**src/rtl/sysrst_pkg.sv**
```systemverilog
package sysrst_pkg;

  // Edges from pin release until the system reset rises, when all locks are steady.
  function automatic int unsigned cold_release_edges(input int unsigned stages,
                                                     input int unsigned delay);
    return stages + 1 + delay;
  endfunction

  // Edges from the last counted lock rising until release, master already out.
  function automatic int unsigned relock_edges(input int unsigned stages,
                                               input int unsigned delay);
    return stages + delay;
  endfunction

  // Whether a single on-chip PLL lock takes part in the release condition.
  function automatic logic lock_counts(input logic bypass,
                                       input logic mem_desel,
                                       input logic ignore_all);
    return !(bypass || mem_desel || ignore_all);
  endfunction

endpackage

```
**src/rtl/sysrst_sync_chain.sv**
```systemverilog
module sysrst_sync_chain #(
  parameter int unsigned STAGES = 2,
  parameter int unsigned WIDTH  = 1
) (
  input  logic             clk_i,
  input  logic             arst_n_i,
  input  logic [WIDTH-1:0] d_i,
  output logic [WIDTH-1:0] q_o
);

  logic [WIDTH-1:0] stage_q [STAGES];

  generate
    for (genvar s = 0; s < STAGES; s++) begin : g_stage
      if (s == 0) begin : g_first
        always_ff @(posedge clk_i or negedge arst_n_i) begin
          if (!arst_n_i) stage_q[s] <= '0;
          else           stage_q[s] <= d_i;
        end
      end else begin : g_next
        always_ff @(posedge clk_i or negedge arst_n_i) begin
          if (!arst_n_i) stage_q[s] <= '0;
          else           stage_q[s] <= stage_q[s-1];
        end
      end
    end
  endgenerate

  assign q_o = stage_q[STAGES-1];

  // the output moves by one stage per edge; a rise needs the input held at least one edge
  a_r9_chain_order: assert property (@(posedge clk_i) disable iff (!arst_n_i)
    $rose(q_o[0]) |-> $past(d_i[0]));

endmodule

```
**src/rtl/sysrst_lock_qual.sv**
```systemverilog
module sysrst_lock_qual
  import sysrst_pkg::*;
#(
  parameter int unsigned N_PLL   = 3,
  parameter int unsigned MEM_IDX = 2
) (
  input  logic [N_PLL-1:0] lock_s_i,
  input  logic [N_PLL-1:0] bypass_i,
  input  logic             mem_sel_i,
  input  logic             ignore_i,
  input  logic             ext_lock_s_i,
  output logic [N_PLL-1:0] counted_o,
  output logic             all_ok_o
);

  logic [N_PLL-1:0] pll_ok;

  generate
    for (genvar i = 0; i < N_PLL; i++) begin : g_pll
      if (i == MEM_IDX) begin : g_mem
        assign counted_o[i] = lock_counts(bypass_i[i], mem_sel_i, ignore_i);
      end else begin : g_plain
        assign counted_o[i] = lock_counts(bypass_i[i], 1'b0, ignore_i);
      end
      assign pll_ok[i] = lock_s_i[i] || !counted_o[i];
    end
  endgenerate

  assign all_ok_o = ext_lock_s_i && (&pll_ok);

endmodule

```
**src/rtl/sysrst_release_ctr.sv**
```systemverilog
module sysrst_release_ctr #(
  parameter int unsigned DELAY = 4
) (
  input  logic clk_i,
  input  logic arst_n_i,
  input  logic cond_i,
  output logic rel_o
);

  localparam int unsigned CW = $clog2(DELAY + 1);

  logic [CW-1:0] cnt_q;
  logic [CW-1:0] cnt_nx;
  logic          cnt_sat;
  logic          rel_q;

  assign cnt_sat = (cnt_q == CW'(DELAY));

  always_comb begin
    if (!cond_i)      cnt_nx = '0;
    else if (cnt_sat) cnt_nx = cnt_q;
    else              cnt_nx = cnt_q + 1'b1;
  end

  always_ff @(posedge clk_i or negedge arst_n_i) begin
    if (!arst_n_i) begin
      cnt_q <= '0;
      rel_q <= 1'b0;
    end else begin
      cnt_q <= cnt_nx;
      rel_q <= (cnt_nx == CW'(DELAY));
    end
  end

  assign rel_o = rel_q;

  // a false condition while released drops the release at the next edge
  a_r4_drop_on_loss: assert property (@(posedge clk_i) disable iff (!arst_n_i)
    rel_q && !cond_i |=> !rel_q);

  // the release can only rise after a cycle with the condition true
  a_r2_rise_after_cond: assert property (@(posedge clk_i) disable iff (!arst_n_i)
    $rose(rel_q) |-> $past(cond_i));

  // while released the count sits at its limit
  a_r2_released_saturated: assert property (@(posedge clk_i) disable iff (!arst_n_i)
    rel_q |-> cnt_sat);

  // a false condition always clears the count
  a_r4_count_restart: assert property (@(posedge clk_i) disable iff (!arst_n_i)
    !cond_i |=> cnt_q == '0);

endmodule

```
**src/rtl/sysrst_gen.sv**
```systemverilog
module sysrst_gen
  import sysrst_pkg::*;
#(
  parameter int unsigned N_PLL       = 3,
  parameter int unsigned MEM_IDX     = 2,
  parameter int unsigned SYNC_STAGES = 2,
  parameter int unsigned REL_DELAY   = 4
) (
  input  logic             clk_i,
  input  logic             ext_rst_n_i,
  input  logic [N_PLL-1:0] pll_lock_i,
  input  logic [N_PLL-1:0] pll_bypass_i,
  input  logic             mem_clk_sel_i,
  input  logic             ext_lock_i,
  input  logic             ign_lock_strap_i,
  output logic             sys_rst_n_o,
  output logic             mst_rst_n_o
);

  localparam int unsigned LOCK_W = N_PLL + 1;

  // named internal events for the assertions
  logic              mst_rel;
  logic [LOCK_W-1:0] lock_raw;
  logic [LOCK_W-1:0] lock_sync;
  logic [N_PLL-1:0]  pll_lock_s;
  logic              ext_lock_s;
  logic [N_PLL-1:0]  pll_counted;
  logic              lock_ok;
  logic              strap_q;
  logic              strap_done_q;
  logic              release_cond;
  logic              sys_rel;

  // master reset: pin only
  sysrst_sync_chain #(.STAGES(SYNC_STAGES), .WIDTH(1)) i_mst_sync (
    .clk_i   (clk_i),
    .arst_n_i(ext_rst_n_i),
    .d_i     (1'b1),
    .q_o     (mst_rel)
  );
  assign mst_rst_n_o = mst_rel;

  // lock synchronisers: on-chip locks plus the external one
  assign lock_raw = {ext_lock_i, pll_lock_i};

  sysrst_sync_chain #(.STAGES(SYNC_STAGES), .WIDTH(LOCK_W)) i_lock_sync (
    .clk_i   (clk_i),
    .arst_n_i(ext_rst_n_i),
    .d_i     (lock_raw),
    .q_o     (lock_sync)
  );
  assign pll_lock_s = lock_sync[N_PLL-1:0];
  assign ext_lock_s = lock_sync[N_PLL];

  // strap capture, once per pin reset
  always_ff @(posedge clk_i or negedge ext_rst_n_i) begin
    if (!ext_rst_n_i) begin
      strap_q      <= 1'b0;
      strap_done_q <= 1'b0;
    end else if (!strap_done_q && mst_rel) begin
      strap_q      <= ign_lock_strap_i;
      strap_done_q <= 1'b1;
    end
  end

  sysrst_lock_qual #(.N_PLL(N_PLL), .MEM_IDX(MEM_IDX)) i_qual (
    .lock_s_i    (pll_lock_s),
    .bypass_i    (pll_bypass_i),
    .mem_sel_i   (mem_clk_sel_i),
    .ignore_i    (strap_q),
    .ext_lock_s_i(ext_lock_s),
    .counted_o   (pll_counted),
    .all_ok_o    (lock_ok)
  );

  assign release_cond = mst_rel && strap_done_q && lock_ok;

  sysrst_release_ctr #(.DELAY(REL_DELAY)) i_ctr (
    .clk_i   (clk_i),
    .arst_n_i(ext_rst_n_i),
    .cond_i  (release_cond),
    .rel_o   (sys_rel)
  );
  assign sys_rst_n_o = sys_rel;

  // pin low means both outputs low (this property concerns the reset itself)
  a_r1_pin_forces_low: assert property (@(posedge clk_i)
    !ext_rst_n_i |-> !sys_rst_n_o && !mst_rst_n_o);

  // once out, the master reset stays out while the pin stays high
  a_r9_master_steady: assert property (@(posedge clk_i) disable iff (!ext_rst_n_i)
    mst_rst_n_o |=> mst_rst_n_o);

  // a missing external lock always holds the system in reset
  a_r8_ext_lock_kept: assert property (@(posedge clk_i) disable iff (!ext_rst_n_i)
    !ext_lock_s |=> !sys_rst_n_o);

  // release only follows a cycle with every counted lock present
  a_r3_release_locked: assert property (@(posedge clk_i) disable iff (!ext_rst_n_i)
    $rose(sys_rst_n_o) |-> $past(lock_ok));

  // the captured strap never changes until the next pin reset
  a_r7_strap_hold: assert property (@(posedge clk_i) disable iff (!ext_rst_n_i)
    strap_done_q |=> strap_done_q && $stable(strap_q));

  // a bypassed PLL is never among the counted locks
  a_r5_bypass_uncounted: assert property (@(posedge clk_i) disable iff (!ext_rst_n_i)
    (pll_bypass_i & pll_counted) == '0);

endmodule

```
**config.mk**
```make
export PLATFORM = sky130hd
export DESIGN_NAME = sysrst_gen
export DESIGN_NICKNAME = d
export VERILOG_FILES = /design/src/rtl/sysrst_pkg.sv /design/src/rtl/sysrst_sync_chain.sv /design/src/rtl/sysrst_lock_qual.sv /design/src/rtl/sysrst_release_ctr.sv /design/src/rtl/sysrst_gen.sv
export SDC_FILE = /design/constraint.sdc
export NUM_CORES = 1
export LEC_CHECK = 0
export CAP_MARGIN = 20
export CORE_MARGIN = 2
export CORE_UTILIZATION = 30
export CTS_CLUSTER_SIZE = 24
export DETAILED_ROUTE_END_ITERATION = 12
export DONT_BUFFER_PORTS = 1
export PLACE_DENSITY_LB_ADDON = 0.25
export SLEW_MARGIN = 20
export SYNTH_ARGS = -nofsm -noshare
export SYNTH_HDL_FRONTEND = slang
export SYNTH_SLANG_ARGS = --single-unit
```
**constraint.sdc**
```tcl
create_clock -name clk_i -period 3 [get_ports clk_i]
set_clock_uncertainty 0.2 [all_clocks]
set_input_delay 0 -clock clk_i [delete_from_list [all_inputs] [get_ports clk_i]]
set_output_delay 0 -clock clk_i [all_outputs]
set_load 0.05 [all_outputs]
```
== Word level (Yosys, flattened, before mapping) ==
Cells that the tools add are included.

* Flip-flop bits (word level): 16
* Bits in latches: 0
* Bits in writable memories: 0
* ROM bits: 0
* Input bits: 11
* Output and inout bits: 2
* Logic and storage cells: 26
* Memories: 0

* Add/sub/neg operators: 1
* Multiply operators: 0
* Divide/modulo/power cells: 0
* $lt $le $gt $ge: 0
* Equality and inequality tests: 2
* Shift-type cells: 0
* Muxes and demuxes: 2
* Bitwise operators: 0
* Reduce and logical (&&, ||, !) cells: 13

{| class="wikitable"
|+ Operator list
! operator !! number
|-
| 1-bit logical OR || 7
|-
| 3-bit equality test (second input constant) || 2
|-
| 3-bit 2-to-1 mux || 2
|-
| 1-bit logical AND || 4
|-
| 3-bit by 1-bit adder with 3-bit output (second input constant) || 1
|-
| 3-bit AND reduction || 1
|-
| 1-bit logical NOT || 1
|}

== Longest topological paths before layout ==
* Depth after elaboration: 8
* Gate-level depth with buffers: 5
* Mapped depth without buffers: 5

== By module ==
A second synthesis with hierarchy kept.

* Cell total of the unflattened synthesis: 47
* Area total of the unflattened synthesis: 629.4 µm²

{| class="wikitable"
|+ By module, submodules not included
! module !! instances !! cells an instance !! area each (µm²)
|-
| sysrst_sync_chain (i_lock_sync) || 1 || 12 || 230.2
|-
| sysrst_release_ctr || 1 || 19 || 209.0
|-
| sysrst_gen || 1 || 7 || 96.3
|-
| sysrst_sync_chain (i_mst_sync) || 1 || 2 || 50.0
|-
| sysrst_lock_qual || 1 || 7 || 43.8
|}

== Least setup slack after synthesis ==
OpenSTA, ideal clock, no wires.

* Path type: reg2reg
* Start: register i_mst_sync.stage_q (netlist bit i_mst_sync.q_o)
* End: register i_ctr.rel_q (netlist: i_ctr.rel_o)
* Library setup time: 0.095 ns
* Arrival time: 1.284 ns
* Data required time: 2.705 ns
* Slack: 1.421 ns
* Stages on the path, launching flop included: 4
* Period minus slack after synthesis: 1.579 ns
* Cell sequence: dfrtp_1 > nand3_1 > a211o_1 > nor4b_2

* Cells in the longest elaborated chain, start to end: 4

{| class="wikitable"
|+ RTL lines
! element !! RTL line !! RTL
|-
| start, declared || sysrst_sync_chain.sv:11 || <nowiki>logic [WIDTH-1:0] stage_q [STAGES];</nowiki>
|-
| start signal, assigned by index || sysrst_sync_chain.sv:23 || <nowiki>else stage_q[s] <= stage_q[s-1];</nowiki>
|-
| 1-bit logical AND (2 in a row) || sysrst_gen.sv:77 || <nowiki>assign release_cond = mst_rel && strap_done_q && lock_ok;</nowiki>
|-
| 3-bit 2-to-1 mux || sysrst_release_ctr.sv:20 || <nowiki>if (!cond_i) cnt_nx = '0;</nowiki>
|-
| 3-bit equality test || sysrst_release_ctr.sv:31 || <nowiki>rel_q <= (cnt_nx == CW'(DELAY));</nowiki>
|-
| end signal, assigned || sysrst_release_ctr.sv:31 ||
|-
| end, declared || sysrst_release_ctr.sv:15 || <nowiki>logic rel_q;</nowiki>
|}

Every way passes these cells.
A chain may end at the register's enable or synchronous reset.

== Worst setup path after layout ==
* Start: register strap_q
* End: register i_ctr.rel_q (netlist: i_ctr.rel_o)

* Cells in the longest elaborated chain, start to end: 7
* Elaborated cells on any way between the ends: 11
* Classes of those cells: 1 x eq/ne; 1 x mux; 9 x reduce/logical

{| class="wikitable"
|+ RTL lines
! element !! RTL line !! RTL
|-
| start, declared || sysrst_gen.sv:30 || <nowiki>logic strap_q;</nowiki>
|-
| start signal, assigned || sysrst_gen.sv:62 || <nowiki>strap_q <= ign_lock_strap_i;</nowiki>
|-
| 1-bit logical OR || sysrst_pkg.sv:19 || <nowiki>return !(bypass || mem_desel || ignore_all);</nowiki>
|-
| 1-bit logical OR || sysrst_lock_qual.sv:25 || <nowiki>assign pll_ok[i] = lock_s_i[i] || !counted_o[i];</nowiki>
|-
| 3-bit AND reduction * || sysrst_lock_qual.sv:29 || <nowiki>assign all_ok_o = ext_lock_s_i && (&pll_ok);</nowiki>
|-
| 1-bit logical AND * || sysrst_lock_qual.sv:29 ||
|-
| 1-bit logical AND * || sysrst_gen.sv:77 ||
|-
| 3-bit 2-to-1 mux * || sysrst_release_ctr.sv:20 ||
|-
| 3-bit equality test * || sysrst_release_ctr.sv:31 ||
|}

Every way passes the cells marked *; elsewhere a longest branch is shown, timed or not.

==> summary.md <==
| Metric | Value |
|---|---|
| Status | complete, but fails checks |
| Failing checks | hold timing |
| Chip width | 46.6 µm |
| Cell Area, Synth | 546 µm² |
| Critical path fanouts, max | 4 |
| Min Tclk post-route | 2.42 ns |
| Clk pwr share | 34.8% |
| Slew Limit Fails | 0 |
| Mapped Avg Cell Area | 14.0 µm² |
| Root Driver | clkbuf_4 |
| Critical R2R Launch | strap_q |
| FF-to-FF setup slack | 0.58 ns |
| Share of cells above drive strength 1 | 9.62% |
| Final Net Count | 66 |
| Pre-antenna DRT Iters | 3 |
| GP Congestion | 0.633 |
| Max Fclk | 414 MHz |
| Via/cell ratio | 4.17 |
| Setup TNS | 0 ns |
| RSZ-0062 raised after global routing | false |
| Seq cells post-synth | 16 |
| CP Data Arrival Time | 2.41 ns |
| Die area | 2180 µm² |
| R2r worst-path depth | 5 |
| Die height | 46.6 µm |
| Reg area | 400 µm² |
| Clock sinks | 16 |
| CTS H-tree depth | 1 |
| Starting DRC count in detailed routing | 3 |
| Final setup viols | 0 |
| Hold slack | -0.00445 ns |
| Cells after Synth | 39 |
| Total of max-cap violations | 0 |
| VDD IR max | 270 µV |
| Routed Antenna Nets | 0 |
| P_int | 312 µW |
| Tightest Hold Check Type | in2async |
| Grt ovf | 0 |
| Initial antenna violation count | 0 |
| Post-CTS setup buffer count | 0 |
| Tightest Pin Transition | 0.689 ns |
| CP Class | reg2reg |
| GRT Total Usage | 10.4% |
| Startpoint Class | flop |
| Fillers | 167 |
| Unique cell type count in the Yosys netlist | 17 |
| Logic pwr share | 6.4% |
| Leak | 0.000313 µW |
| TritonCTS clock tree | yes |
| Clk buf depth | 2 |
| Multi-input logic area | 126 µm² |
| Seq pwr share | 58.8% |
| WL/cell | 11.1 µm |
| Vias in the first global route | 337 |
| PD cells | 561 nW/µm² |
| Total core area | 1730 µm² |
| Reg2reg end | i_ctr.rel_o |
| Area grow syn2layout | 28.9% |
| Clock buffer count from CTS | 3 |
| Synth Warn # | 0 |
| PortBufs | 0 |
| IO Pins | 13 |
| Drt drc | 0 |
| Largest net degree at the start of global routing | 17 |
| DR vias | 321 |
| P_sw | 82.3 µW |
| Worst-Skew Late Latency | 0.28 ns |
| Slew headroom | 53.9% |
| Worst-path clk slew | 0.09 ns |
| Initial Utilization | 31.6% |
| Antenna diodes | 0 |
| Seq/Total Area, Yosys | 73.4% |
| WL final | 858 µm |
| Hold Vio Cnt, Final | 9 |
| WP data required | 2.99 ns |
| Sw Share | 20.9% |
| Crit. End Element | flop |
| Final period util | 80.6% |
| First-pass GRT wire length | 1.44 mm |
| Rows | 15 |
| Syn nets | 52 |
## routing by layer
layer  vias to the layer above  global-route usage (%)  routed length [µm]
met1                       163                    11.2                 318
met2                         7                    17.2                 508
met5                         -                       0                   0
met3                         0                    2.35                  31
li1                        151                       -                   -
met4                         0                    8.33                   0
## worst max-delay path by stage
stage / from / to / slack (ns) / depth (start not counted)
global route: strap_q / i_ctr.cnt_q[2] / 0.51 / 5
detailed placement: i_mst_sync.q_o / i_ctr.rel_o / 1.34 / 3
floorplan: i_mst_sync.q_o / i_ctr.rel_o / 1.42 / 3
CTS: strap_q / i_ctr.rel_o / 0.61 / 5
global placement: i_mst_sync.q_o / i_ctr.rel_o / 1.37 / 3
finish: strap_q / i_ctr.rel_o / 0.58 / 5
## flip-flops by register name (all words and copies together) (netlist names)
signal,cells
i_lock_sync.stage_q,4
strap_done_q,1
i_mst_sync.q_o,1
i_lock_sync.q_o,4
i_ctr.rel_o,1
strap_q,1
i_ctr.cnt_q,3
i_mst_sync.stage_q,1
## stage by stage
| step | power (µW) | instance area, µm² | cells | utilization [%] | worst slack (ns) |
|---|---|---|---|---|---|
| final | 395 | 703 | 77 | 40.7 | 0.583 |
| after global routing | 415 | 703 | 77 | 40.7 | 0.509 |
| after CTS | 402 | 703 | 77 | 40.7 | 0.609 |
| after detailed placement | 249 | 577 | 64 | 33.4 | 1.34 |
| after global placement | 247 | 577 | 64 | 33.4 | 1.37 |
| after floorplan | 245 | 546 | 39 | - | 1.42 |
## critical path, stage by stage (launching register included)
cell and delay (ns):
dfrtp_1 0.37, nor4_1 0.06, dlygate4sd3_1 0.56, a211o_1 0.27
dlygate4sd3_1 0.62, nor4b_2 0.26
## cell usage after synthesis
master,n,share of area (%)
dfrtp_1,16,73
inv_1,5,3.4
nor2_1,3,2.1
ha_1,2,4.6
a211o_1,1,1.6
a21oi_1,1,0.92
a31o_1,1,1.6
conb_1,1,0.69
nand2_1,1,0.69
nand3_1,1,0.92
nand3b_1,1,1.4
nor4_1,1,1.1
nor4b_2,1,2.8
o21ai_0,1,0.92
o22ai_1,1,1.1
or2_1,1,1.1
xnor2_1,1,1.6
## area by class of cell
class / instances / share of cell area (%)
Inverter: 5 / 2.67
Timing Repair Buffer: 9 / 12.8
Tap cell: 25 / 4.45
Multi-Input combinational cell: 18 / 18.0
Clock buffer: 4 / 5.16
Sequential cell: 16 / 56.9
## cell usage in the layout, fill, tap and decap left out, drive strengths merged, types with 2 or more instances in the layout
master and instances:
clkbuf 4, nor2 3, dfrtp 16, dlygate4sd3 9
inv 5, ha 2
## what timing repair did
action,CTS,global route
hold endpoints to repair,25,0
hold buffers,9,0
resized for setup,0,0
## power groups by stage
stage	Clock [µW]	Combinational, µW	Sequential [µW]
2_1_floorplan	0	10.4	235
3_3_place_gp	0	11.6	236
3_5_place_dp	0	12.1	237
4_1_cts	144	25.3	232
5_1_grt	153	29.0	233
6_report	137	25.4	232
## cell families (layout without fill, tap and decap cells)
logic type	Yosys count	in the layout	synth area share, %
simple gates	9	9	10.1
xor+xnor	1	1	1.61
fa+ha+maj	2	2	4.59
buf+inv	5	18	3.44
other cells	1	1	0.687
flops	16	16	73.4
compound gates	5	5	6.19
Power figures use the tool's default switching activity.
